[src/rtl/mdio_pkg.sv]
package mdio_pkg;

    localparam int ADDR_W     = 5;
    localparam int DATA_W     = 16;
    localparam int PRE_CYC    = 32;
    localparam int HDR_BITS   = 4 + 2 * ADDR_W;
    localparam int TA_BITS    = 2;
    localparam int FLUSH_CYC  = 32;
    localparam int TX_BITS    = HDR_BITS + TA_BITS + DATA_W;
    localparam int TA_CYC     = PRE_CYC + HDR_BITS;
    localparam int LAST_CYC   = TA_CYC + TA_BITS + DATA_W;
    localparam int FLUSH_LAST = TA_CYC + FLUSH_CYC;
    localparam int CYC_W      = $clog2(FLUSH_LAST + 1);

    typedef enum logic [1:0] {
        ST_IDLE,
        ST_FRAME,
        ST_FLUSH
    } seq_t;

    typedef struct packed {
        logic              wr;
        logic [ADDR_W-1:0] phy;
        logic [ADDR_W-1:0] regad;
        logic [DATA_W-1:0] wdata;
    } req_t;

    // Bits that follow the preamble: start, opcode, addresses and (write) turnaround plus data
    function automatic logic [TX_BITS-1:0] pack_tx(req_t r);
        if (r.wr)
            return {2'b01, 2'b01, r.phy, r.regad, 2'b10, r.wdata};
        else
            return {2'b01, 2'b10, r.phy, r.regad, {(TA_BITS + DATA_W){1'b0}}};
    endfunction

endpackage

[src/rtl/mdio_halfgen.sv]
module mdio_halfgen #(
    parameter int DIV = 2
) (
    input  logic clk,
    input  logic rst,
    input  logic run,
    output logic half_end
);
    localparam int CW = (DIV > 1) ? $clog2(DIV) : 1;
    localparam logic [CW-1:0] TOP = CW'(DIV - 1);

    logic [CW-1:0] cnt;

    always_ff @(posedge clk) begin
        if (rst || !run)
            cnt <= '0;
        else if (cnt == TOP)
            cnt <= '0;
        else
            cnt <= cnt + 1'b1;
    end

    assign half_end = run && (cnt == TOP);

    p_cnt_range_r2: assert property (@(posedge clk) disable iff (rst)
        cnt <= TOP);

    p_idle_zero_r2: assert property (@(posedge clk) disable iff (rst)
        !run |=> (cnt == '0) || run);

endmodule

[src/rtl/mdio_sync.sv]
module mdio_sync #(
    parameter int STAGES = 2
) (
    input  logic clk,
    input  logic rst,
    input  logic d,
    output logic q
);
    logic [STAGES-1:0] ff;

    always_ff @(posedge clk) begin
        if (rst)
            ff <= '1;
        else
            ff <= {ff[STAGES-2:0], d};
    end

    assign q = ff[STAGES-1];

endmodule

[src/rtl/mdio_shift.sv]
module mdio_shift
    import mdio_pkg::*;
(
    input  logic               clk,
    input  logic               rst,
    input  logic               load,
    input  logic [TX_BITS-1:0] load_val,
    input  logic               tx_step,
    input  logic               rx_step,
    input  logic               rx_bit,
    output logic               tx_msb,
    output logic [DATA_W-1:0]  rx_word
);
    logic [TX_BITS-1:0] tx_q;
    logic [DATA_W-1:0]  rx_q;

    always_ff @(posedge clk) begin
        if (rst) begin
            tx_q <= '0;
            rx_q <= '0;
        end else if (load) begin
            tx_q <= load_val;
            rx_q <= '0;
        end else begin
            if (tx_step)
                tx_q <= {tx_q[TX_BITS-2:0], 1'b0};
            if (rx_step)
                rx_q <= {rx_q[DATA_W-2:0], rx_bit};
        end
    end

    assign tx_msb  = tx_q[TX_BITS-1];
    assign rx_word = rx_q;

    p_rx_hold_r11: assert property (@(posedge clk) disable iff (rst)
        (!load && !rx_step) |=> $stable(rx_q));

endmodule

[src/rtl/mdio_master.sv]
module mdio_master
    import mdio_pkg::*;
#(
    parameter int DIV         = 2,
    parameter int SYNC_STAGES = 2
) (
    input  logic              clk,
    input  logic              rst,
    input  logic              start,
    input  logic              wr,
    input  logic [ADDR_W-1:0] phy_addr,
    input  logic [ADDR_W-1:0] reg_addr,
    input  logic [DATA_W-1:0] wdata,
    output logic [DATA_W-1:0] rdata,
    output logic              done,
    output logic              busy,
    output logic              no_phy,
    output logic              mdc,
    output logic              mdo,
    output logic              mdo_en,
    input  logic              mdi
);
    localparam logic [CYC_W-1:0] C_PRE   = CYC_W'(PRE_CYC);
    localparam logic [CYC_W-1:0] C_TA    = CYC_W'(TA_CYC);
    localparam logic [CYC_W-1:0] C_LAST  = CYC_W'(LAST_CYC);
    localparam logic [CYC_W-1:0] C_FLAST = CYC_W'(FLUSH_LAST);
    localparam logic [CYC_W-1:0] C_DEND  = CYC_W'(TA_CYC + DATA_W);

    seq_t             st;
    logic [CYC_W-1:0] cyc;
    logic             mdc_q, done_q, err_q, wr_q;
    logic             half_end, mdi_s, tx_msb;
    logic             accept, cyc_end, ta_fail, frame_last, flush_last;
    req_t             req;

    assign req = '{wr: wr, phy: phy_addr, regad: reg_addr, wdata: wdata};

    mdio_halfgen #(.DIV(DIV)) u_half (
        .clk(clk), .rst(rst), .run(st != ST_IDLE), .half_end(half_end)
    );

    mdio_sync #(.STAGES(SYNC_STAGES)) u_sync (
        .clk(clk), .rst(rst), .d(mdi), .q(mdi_s)
    );

    assign accept     = (st == ST_IDLE) && start;
    assign cyc_end    = half_end && mdc_q;
    assign ta_fail    = (st == ST_FRAME) && !wr_q && (cyc == C_TA) && mdi_s;
    assign frame_last = (st == ST_FRAME) && (cyc == C_LAST);
    assign flush_last = (st == ST_FLUSH) && (cyc == C_FLAST);

    mdio_shift u_shift (
        .clk(clk), .rst(rst),
        .load(accept), .load_val(pack_tx(req)),
        .tx_step(cyc_end && (st == ST_FRAME) && (cyc >= C_PRE)),
        .rx_step(cyc_end && (st == ST_FRAME) && !wr_q && (cyc > C_TA) && (cyc <= C_DEND)),
        .rx_bit(mdi_s),
        .tx_msb(tx_msb), .rx_word(rdata)
    );

    always_ff @(posedge clk) begin
        if (rst) begin
            st     <= ST_IDLE;
            cyc    <= '0;
            mdc_q  <= 1'b0;
            done_q <= 1'b0;
            err_q  <= 1'b0;
            wr_q   <= 1'b0;
        end else begin
            done_q <= 1'b0;
            if (accept) begin
                st    <= ST_FRAME;
                cyc   <= '0;
                mdc_q <= 1'b0;
                wr_q  <= wr;
                err_q <= 1'b0;
            end else if ((st != ST_IDLE) && half_end) begin
                mdc_q <= !mdc_q;
                if (mdc_q) begin
                    if (frame_last || flush_last) begin
                        st     <= ST_IDLE;
                        cyc    <= '0;
                        done_q <= 1'b1;
                    end else begin
                        cyc <= cyc + 1'b1;
                        if (ta_fail) begin
                            st    <= ST_FLUSH;
                            err_q <= 1'b1;
                        end
                    end
                end
            end
        end
    end

    assign mdc    = mdc_q;
    assign busy   = (st != ST_IDLE);
    assign done   = done_q;
    assign no_phy = err_q;
    assign mdo    = (st == ST_FRAME) && ((cyc < C_PRE) || tx_msb);
    assign mdo_en = (st == ST_FRAME) && (wr_q ? (cyc < C_LAST) : (cyc < C_TA));

    p_idle_mdc_low_r2: assert property (@(posedge clk) disable iff (rst)
        !busy |-> !mdc);

    p_mdo_hold_r4: assert property (@(posedge clk) disable iff (rst)
        mdc |-> $stable(mdo));

    p_release_low_r6: assert property (@(posedge clk) disable iff (rst)
        $fell(mdo_en) |-> !mdc);

    p_flush_released_r8: assert property (@(posedge clk) disable iff (rst)
        (st == ST_FLUSH) |-> !mdo_en && no_phy);

    p_done_single_r9: assert property (@(posedge clk) disable iff (rst)
        done |=> !done);

    p_done_idle_r9: assert property (@(posedge clk) disable iff (rst)
        done |-> !busy && !mdc);

    p_ignore_start_r10: assert property (@(posedge clk) disable iff (rst)
        (busy && start && !cyc_end) |=> $stable(cyc) && $stable(wr_q));

    p_result_hold_r11: assert property (@(posedge clk) disable iff (rst)
        (!busy && !start) |=> $stable(rdata) && $stable(no_phy));

endmodule

[config.mk]
export PLATFORM = sky130hd
export DESIGN_NAME = mdio_master
export DESIGN_NICKNAME = d
export VERILOG_FILES = /design/src/rtl/mdio_pkg.sv /design/src/rtl/mdio_halfgen.sv /design/src/rtl/mdio_sync.sv /design/src/rtl/mdio_shift.sv /design/src/rtl/mdio_master.sv
export SDC_FILE = /design/constraint.sdc
export NUM_CORES = 1
export LEC_CHECK = 0
export BUFFER_PORTS_ARGS = -buffer_cell sky130_fd_sc_hd__buf_2
export CORE_MARGIN = 2
export CORE_UTILIZATION = 35
export DETAILED_ROUTE_END_ITERATION = 10
export PLACE_DENSITY = 0.61
export SYNTH_ARGS = -nofsm -noshare
export SYNTH_HDL_FRONTEND = slang
export SYNTH_HIERARCHICAL = 1
export SYNTH_SLANG_ARGS = --single-unit
[constraint.sdc]
create_clock -name clk -period 2.44 [get_ports clk]
set_clock_uncertainty 0.2 [all_clocks]
set_input_delay 0.244 -clock clk [delete_from_list [all_inputs] [get_ports clk]]
set_output_delay 0.244 -clock clk [all_outputs]
set_load 0.02 [all_outputs]
==> impl_metrics.csv, run 1 <==
group,metric,value,unit
global_routing,antenna_found_initial,0,
worst_setup_path,cp-start-kind,"flop",
job,maxCapViolations,0,
placement,placed_area,3400,sq um
clock_network,cts_resized,0,
outcome,status,"completed",
drt,vias,2251,
timing,slew-limit-headroom,65.6,%
global_routing,grt_pass1_wl,9980,microns
drt,drt_pre_antenna_iters,4,
yosys,yosys.area.top_type,"dfxtp_1",
timing,fmax,439,MHz
global_routing,grt_pass1_vias,2187,
floorplanning,core_region_area,8550,sq um
yosys,synth_area_leaders,"dfxtp_1 42%, mux2i_1 16%, a211oi_1 7.9%",
clock_network,h-tree-depth,3,
timing,finalSetupViolCount,0,
placement,hpwl,3910,microns
floorplanning,io_pins,53,
placement,io_buffers,52,
floorplanning,initial_core_util,35.6,%
yosys,synth_top_area_share,42.1,%
layout,drive_gt1_share,27.4,%
floorplanning,row_count,34,
global_routing,gr-usage-all-layers,12.8,%
placement,dp_cells,454,
clock_network,cts_root_buf,"clkbuf_8",
drt,ant_nets,0,
drt,wl_per_cell,12.2,microns
pwr,p_per_area,673,nW/um^2
worst_setup_path,required,2.47,ns
clock_network,numCtsBuffers,9,
yosys,ys_async_sr_fraction,0,%
min_path,hold_class,"primary input to flop",
layout,finalNonFillerCells,477,
layout,area_growth,22.3,%
layout,finalInstanceArea,3720,sq um
yosys,ys_ff_latch,64,
clock_network,worstSkewPairLatency,0.34,ns
global_routing,grt_max_degree,35,
worst_setup_path,critPathCaptureType,"flop",
timing,fin_crit_sh,93.5,%
drt,viasPerCell,4.72,
drt,drtIter0Drc,84,
worst_setup_path,r2r_setup_slack,0.16,ns
floorplanning,die_y,97.2,microns
pwr,ir_worst_vdd,329,uV
pwr,p_leak,1.37,nW
layout,utilization,43.5,%
global_routing,grt_overflow,0,
floorplanning,die-area,9450,sq um
worst_setup_path,worstSetupPathType,"flop to flop",
drt,totalWireLength,5830,microns
timing,rsz0062_at_grt,"true",
clock_network,clock_path_buffers,2,
timing,worstMarginPinSlew,0.515,ns
clock_network,cts_sinks,64,
pwr,power,2.50,mW
yosys,yosys_warnings,6,
timing,hold_viol_final,0,
timing,min_period,2.28,ns
clock_network,post_cts_buffers,0,
floorplanning,die_x,97.2,microns
yosys,synth-main-ff-cell,"dfxtp_1",
drt,drc,0,
layout,final_nets,397,
timing,hold-worst-slack,0.0100,ns
worst_setup_path,cp_max_fo,16,
clock_network,tritoncts,"built",
yosys,synth_area_per_cell,9.97,sq um
timing,drv_slew,0,
placement,gp_congestion,0.841,
yosys,ys_seq_area_share,42.1,%
yosys,syn-cell-area,3040,sq um
yosys,synth_cells,305,
layout,antenna_cells,0,
clock_network,clk_pin_slew,0.07,ns
yosys,synth_edf_count,0,
yosys,synth_cell_types,45,
worst_setup_path,crit_arrival,2.31,ns
flip-flops by register name, indices dropped and copies added, names as in the netlist:
| signal | count |
|---|---|
| cyc | 7 |
| done | 1 |
| mdc | 1 |
| no_phy | 1 |
| st | 2 |
| u_half/cnt | 1 |
| u_shift/rx_word | 16 |
| u_shift/tx_q | 32 |
| u_sync/ff | 2 |
| wr_q | 1 |
cells by family (layout without fill, tap and decap cells):
logic type               count (synthesis)  after routing  share of synthesized area, %
other                                    2              3                         0.247
XOR/XNOR                                 6              6                          1.73
multiplexers                            48             48                          15.8
AO/OA/AOI/OAI                           42             42                          10.9
buffers and inverters                   26             89                          5.72
flip-flops                              64             64                          42.1
AND/OR/NAND/NOR                        115            115                          22.7
adder cells (fa/ha/maj)                  2              2                         0.823
power breakdown:
| part | switching (mW) | internal (mW) | total [mW] |
|---|---|---|---|
| combinational | 0.124 | 0.121 | 0.245 |
| sequential | 0.0273 | 1.10 | 1.13 |
| clock | 0.421 | 0.711 | 1.13 |
final timing paths:
path	start	end	cells after the start
worst min-delay path	phy_addr[0]	u_shift/tx_q[23]	3
worst max register to register	st[1]	u_shift/rx_word[8]	7
worst max-delay path	st[1]	u_shift/rx_word[8]	7
worst min register to register	u_sync/ff[0]	u_sync/ff[1]	1
per-layer routing:
metal  GRT usage, %  vias up  part of all wire (%)
met5              0        -                     0
met3           3.02        8                   3.5
met1           17.3     1027                    50
met4           5.53        0                   1.4
li1               -     1175                     -
met2           19.6       41                    45
stage by stage:
stage               setup TNS (ns)  setup slack, ns
floorplan                        0            0.178
global placement                 0            0.213
CTS                              0            0.143
global route               -0.0140         -0.00862
detailed placement               0            0.144
finish                           0            0.160
critical path, cell delays in order, from the launching register on:
cell      delay, ns
dfxtp_1        0.47
or2_2          0.18
and2_2         0.16
nand4b_1       0.25
nor4_2         0.42
buf_12         0.21
mux2i_1        0.24
nor2_2         0.04
layout by cell type, fill, tap and decap left out, drive strengths merged:
cell type / n
dfxtp: 64
buf: 61
mux2i: 48
nor2: 35
a211oi: 32
nor2b: 31
and2: 17
clkbuf: 10
dlygate4sd3: 7
xor2: 6
inv: 6
nand4: 5
nand2: 5
or2: 5
nor3b: 4
bufinv: 3
conb: 3
nand4b: 2
nand2b: 2
nor4: 2
a21oi: 2
ha: 2
o21ai: 2
or3b: 2
and3: 1
nand3b: 1
a31oi: 1
nor3: 1
or4: 1
o22ai: 1
o211a: 1
a31o: 1
nand3: 1
o21a: 1
a22o: 1
clkinvlp: 1
clkinv: 1
layout make-up:
cell class                      instances  area [sq um]
Clock buffer                           10           138
Clock inverter                          6           115
Fill cell                             827          4830
Inverter                                5          18.8
Multi-Input combinational cell        216          1610
Sequential cell                        64          1280
Tap cell                              108           135
Timing Repair Buffer                   68           423
Yosys cell counts, types with 2 or more instances:
library cell,count
dfxtp_1,64
buf_8,4
nor2_2,10
nor2_1,25
nand2b_1,2
nor2b_1,31
nor3b_2,2
a211oi_1,32
nand2_1,5
a21oi_1,2
mux2i_1,48
xor2_1,6
and2_1,16
nand4b_1,2
nor3b_1,2
buf_2,3
conb_1,2
nand4_1,5
inv_1,5
or2_1,3
clkbuf_1,9
ha_1,2
buf_6,3
repair_timing:
item	in CTS	in global routing
hold endpoints to repair	7	0
hold buffers	7	0
setup endpoints to repair	0	2
(Power assumes the default switching activity.)
==> inputs of run 2 (changes only) <==
BUFFER_PORTS_ARGS = not set   (was -buffer_cell sky130_fd_sc_hd__buf_2)
CTS_CLUSTER_SIZE = 14   (was not set)
DONT_BUFFER_PORTS = 1   (was not set)
PLACE_DENSITY = 0.56   (was 0.61)
==> run 2 against run 1 <==
Sequential cell count stayed put. Register-to-register slack about the same. Combinational power is 2% lower. Global-route usage fell by 0.064 points. Sequential power barely moved. Wire length is 1.0% higher. Non-clock buffer count fell by 40. Die area did not move.
==> impl_metrics.csv, run 2 (synthesis results as in run 1) <==
group,metric,value,unit
outcome,status,"completed",
floorplanning,initial_core_util,35.6,%
clock_network,numCtsBuffers,9,
placement,hpwl,3840,microns
worst_setup_path,endpoint,"u_shift/rx_word[13]",
min_path,hold_class,"primary input to flop",
layout,antenna_cells,0,
clock_network,h-tree-depth,3,
global_routing,grt_overflow,0,
global_routing,grt_pass1_wl,9750,microns
worst_setup_path,worstSetupPathType,"flop to flop",
timing,finalSetupViolCount,0,
floorplanning,die-area,9450,sq um
floorplanning,die_x,97.2,microns
timing,fin_ws,0.156,ns
worst_setup_path,critPathCaptureType,"flop",
pwr,power,2.29,mW
worst_setup_path,cp_max_fo,16,
pwr,p_per_area,646,nW/um^2
drt,drtIter0Drc,110,
placement,gp_congestion,0.735,
clock_network,clock_path_buffers,2,
drt,drc,0,
timing,setup_tns,0,ns
timing,drv_slew,0,
pwr,p_leak,1.17,nW
global_routing,grt_max_degree,41,
global_routing,gr-usage-all-layers,12.8,%
timing,worstMarginPinSlew,0.499,ns
layout,largest_reg_flops,32,
floorplanning,io_pins,53,
floorplanning,row_count,34,
drt,drt_pre_antenna_iters,4,
drt,vias,2127,
placement,io_buffers,0,
layout,area_growth,16.6,%
timing,hold_viol_final,0,
timing,min_period,2.28,ns
worst_setup_path,r2r-end,"u_shift/rx_word[13]",
worst_setup_path,r2r_cells,7,
floorplanning,die_y,97.2,microns
timing,fmax,438,MHz
timing,fin_crit_sh,93.6,%
worst_setup_path,cp-start-kind,"flop",
pwr,ir_worst_vdd,213,uV
worst_setup_path,cp-startpoint,"st[1]",
worst_setup_path,crit_arrival,2.31,ns
worst_setup_path,r2r_start,"st[1]",
worst_setup_path,required,2.47,ns
clock_network,clk_pin_slew,0.07,ns
drt,viasPerCell,4.87,
layout,final_nets,357,
job,maxCapViolations,0,
clock_network,worstSkewPairLatency,0.34,ns
clock_network,cts_root_buf,"clkbuf_8",
layout,mostFrequentLayoutCells,"64 x dfxtp_1, 48 x mux2i_1, 32 x a211oi_1",
layout,regMostFlops,"u_shift/tx_q",
worst_setup_path,r2r_setup_slack,0.16,ns
layout,drive_gt1_share,16.1,%
drt,wl_per_cell,13.5,microns
placement,dp_slack,0.133,ns
clock_network,cts_sinks,64,
global_routing,grt_pass1_vias,2031,
drt,totalWireLength,5890,microns
timing,slew-limit-headroom,66.7,%
global_routing,antenna_found_initial,0,
drt,ant_nets,0,
floorplanning,core_region_area,8550,sq um
clock_network,tritoncts,"built",
layout,final_common_cell,"dfxtp_1",
[run 2: how the worst min path moves through the flow]
stage,startpoint,to,depth (start not counted)
floorplan,rst,u_half/cnt,1
global placement,rst,u_half/cnt,1
detailed placement,rst,u_half/cnt,1
CTS,wr,u_shift/tx_q[12],3
global route,wr,u_shift/tx_q[12],3
finish,wr,u_shift/tx_q[12],3
[run 2: timing repair]
item,CTS,global route
hold endpoints to repair,42,0
hold buffers,16,0
gates resized for setup,0,1
buffers inserted,0,0
endpoints found under the setup margin,0,1
[run 2: through the flow]
step / instance area, sq um / utilization [%] / hold WS [ns] / cells
6_report: 3540 / 41.5 / 0.0193 / 437
5_1_grt: 3540 / 41.5 / 0.0131 / 437
4_1_cts: 3540 / 41.4 / 0.00341 / 437
3_5_place_dp: 3160 / 36.9 / 0.118 / 405
3_3_place_gp: 3160 / 36.9 / 0.118 / 405
2_1_floorplan: 3040 / - / 0.115 / 306
[run 2: layout make-up]
cell class / instances / area (sq um)
clock inverter: 5 / 55.1
clock buffer: 11 / 151
sequential: 64 / 1280
multi-input combinational: 216 / 1620
fill: 836 / 5010
inverter: 5 / 18.8
tap: 108 / 135
timing repair buffer: 28 / 285
[run 2: metal layers]
layer / global-route usage (%) / vias up / share of wire, %
li1: - / 1096 / -
met1: 16.0 / 976 / 48
met2: 19.1 / 44 / 43
met3: 4.32 / 11 / 6.0
met4: 7.48 / 0 / 2.2
met5: 0 / - / 0
[run 2: worst max-delay path: stages, from the launching register on]
cell and delay [ns]:
dfxtp_1 0.46, or2_2 0.17, and2_2 0.15, nand4b_1 0.29, nor4_4 0.41, buf_12 0.21, mux2i_1 0.24, nor2_2 0.04
[run 2: report_power, final]
| part | leakage, nW | switching (mW) | internal [mW] | total (mW) |
|---|---|---|---|---|
| clock network | 0.101 | 0.403 | 0.524 | 0.926 |
| registers | 0.524 | 0.0265 | 1.10 | 1.12 |
| logic | 0.550 | 0.120 | 0.119 | 0.239 |
| total | 1.17 | 0.549 | 1.74 | 2.29 |
==> inputs of run 3 (changes only) <==
clock period = 2.85 ns   (was 2.44 ns; I/O delays follow)
==> run 3 against run 2 <==
Global-route usage is 0.12 points lower. Register-to-register slack better by 0.23 ns. Via count is 3.3% lower. Wire length is 1.7% lower. First-iteration DRC count is 1.8% higher. Critical path depth stayed put. Clock-buffer cell count is 1 lower. Critical endpoint is now u_shift/rx_word[11]. Highest routed layer unchanged.
==> impl_metrics.csv, run 3 (synthesis results as in run 1) <==
group,metric,value,unit
pwr,p_leak,1.12,nW
timing,slew-limit-headroom,32.5,%
worst_setup_path,worstSetupPathType,"flop to flop",
drt,totalWireLength,5780,microns
layout,antenna_cells,0,
floorplanning,core_region_area,8550,sq um
pwr,power_frac_comb,9.5,%
drt,viasPerCell,4.82,
global_routing,grt_max_degree,41,
timing,min_period,2.47,ns
global_routing,gr-usage-all-layers,12.6,%
floorplanning,row_count,34,
layout,final_common_cell,"dfxtp_1",
timing,fmax,405,MHz
timing,rsz0062_at_grt,"false",
timing,hold-worst-slack,0.0376,ns
pwr,p_sw_share,25.0,%
clock_network,cts_sinks,64,
worst_setup_path,required,2.86,ns
timing,hold_viol_final,0,
timing,worstMarginPinSlew,1.01,ns
global_routing,grt_pass1_vias,1977,
floorplanning,die-area,9450,sq um
placement,placed_area,3070,sq um
min_path,hold_class,"primary input to flop",
pwr,intPower,1.46,mW
clock_network,h-tree-depth,3,
floorplanning,die_y,97.2,microns
placement,dp_cells,397,
clock_network,numCtsBuffers,9,
timing,fin_ws,0.381,ns
global_routing,grt_overflow,0,
pwr,ir_worst_vdd,194,uV
pwr,clockPowerShare,40.8,%
clock_network,cts_resized,0,
placement,gp_congestion,0.818,
layout,drive_gt1_share,14.1,%
drt,ant_nets,0,
clock_network,clk_pin_slew,0.08,ns
layout,mostFrequentLayoutCells,"64 x dfxtp_1, 48 x mux2i_1, 32 x a211oi_1",
layout,regMostFlops,"u_shift/tx_q",
global_routing,antenna_found_initial,0,
placement,io_buffers,0,
placement,hpwl,3670,microns
timing,drv_slew,0,
layout,finalInstanceArea,3430,sq um
floorplanning,die_x,97.2,microns
job,maxCapViolations,0,
drt,wl_per_cell,13.5,microns
clock_network,worstSkewPairLatency,0.34,ns
pwr,power_frac_seq,49.7,%
floorplanning,io_pins,53,
placement,dp_slack,0.371,ns
layout,final_nets,347,
drt,drt_pre_antenna_iters,4,
pwr,power,1.94,mW
worst_setup_path,crit_arrival,2.48,ns
clock_network,clock_path_buffers,2,
pwr,p_per_area,567,nW/um^2
drt,drc,0,
timing,setup_tns,0,ns
floorplanning,initial_core_util,35.6,%
layout,area_growth,12.8,%
layout,finalNonFillerCells,427,
worst_setup_path,cp_max_fo,16,
global_routing,grt_pass1_wl,9620,microns
drt,drtIter0Drc,112,
layout,largest_reg_flops,32,
clock_network,tritoncts,"built",
timing,finalSetupViolCount,0,
outcome,status,"completed",
worst_setup_path,critPathCaptureType,"flop",
drt,vias,2057,
pwr,p_sw,0.486,mW
timing,fin_crit_sh,86.6,%
layout,utilization,40.1,%
worst_setup_path,cp-start-kind,"flop",
clock_network,cts_root_buf,"clkbuf_8",
## run 3: cell count changes in the layout (fill, tap and decap cells not counted), sizes merged
cell and delta:
dlygate4sd3 -2, buf -8, clkbuf -1, inv +1
## run 3: power groups by stage
stage               clock network (mW)  logic, mW  registers [mW]
finish                           0.794      0.185           0.966
global route                     0.861      0.206           0.972
CTS                              0.819      0.189           0.967
detailed placement                   0      0.160           0.987
global placement                     0      0.158           0.986
floorplan                            0      0.148           0.979
## run 3: layout make-up
class | instances | area [sq um]
clock buffer | 10 | 138
clock inverter | 6 | 67.6
fill | 834 | 5120
inverter | 5 | 18.8
multi-input combinational | 216 | 1610
sequential | 64 | 1280
tap | 108 | 135
timing repair buffer | 18 | 180
## run 3: path summary, 6_finish.rpt
path                                    from                  end  slack [ns]  cells after the start
worst max-delay path                   st[0]  u_shift/rx_word[11]        0.38                      7
worst min-delay path                     rst     u_shift/tx_q[12]        0.04                      2
worst max register to register         st[0]  u_shift/rx_word[11]        0.38                      7
worst min register to register  u_sync/ff[0]         u_sync/ff[1]        0.21                      1
## run 3: metal layers
layer	track usage (%)	share of wire [%]
met5	0	0
met4	5.53	1.8
met3	5.11	5.8
met2	18.5	44
met1	16.4	48
## run 3: critical path, stage by stage (launching register included)
cell      delay [ns]
dfxtp_1         0.51
or2_2           0.26
and2_2          0.19
nand4b_1        0.24
nor4_2          0.32
buf_4           0.31
mux2i_1         0.26
nor2_2          0.04
## run 3: repair_timing
action,CTS,global route
endpoints found under the hold margin,42,0
hold buffers,14,0
buffers inserted,0,0
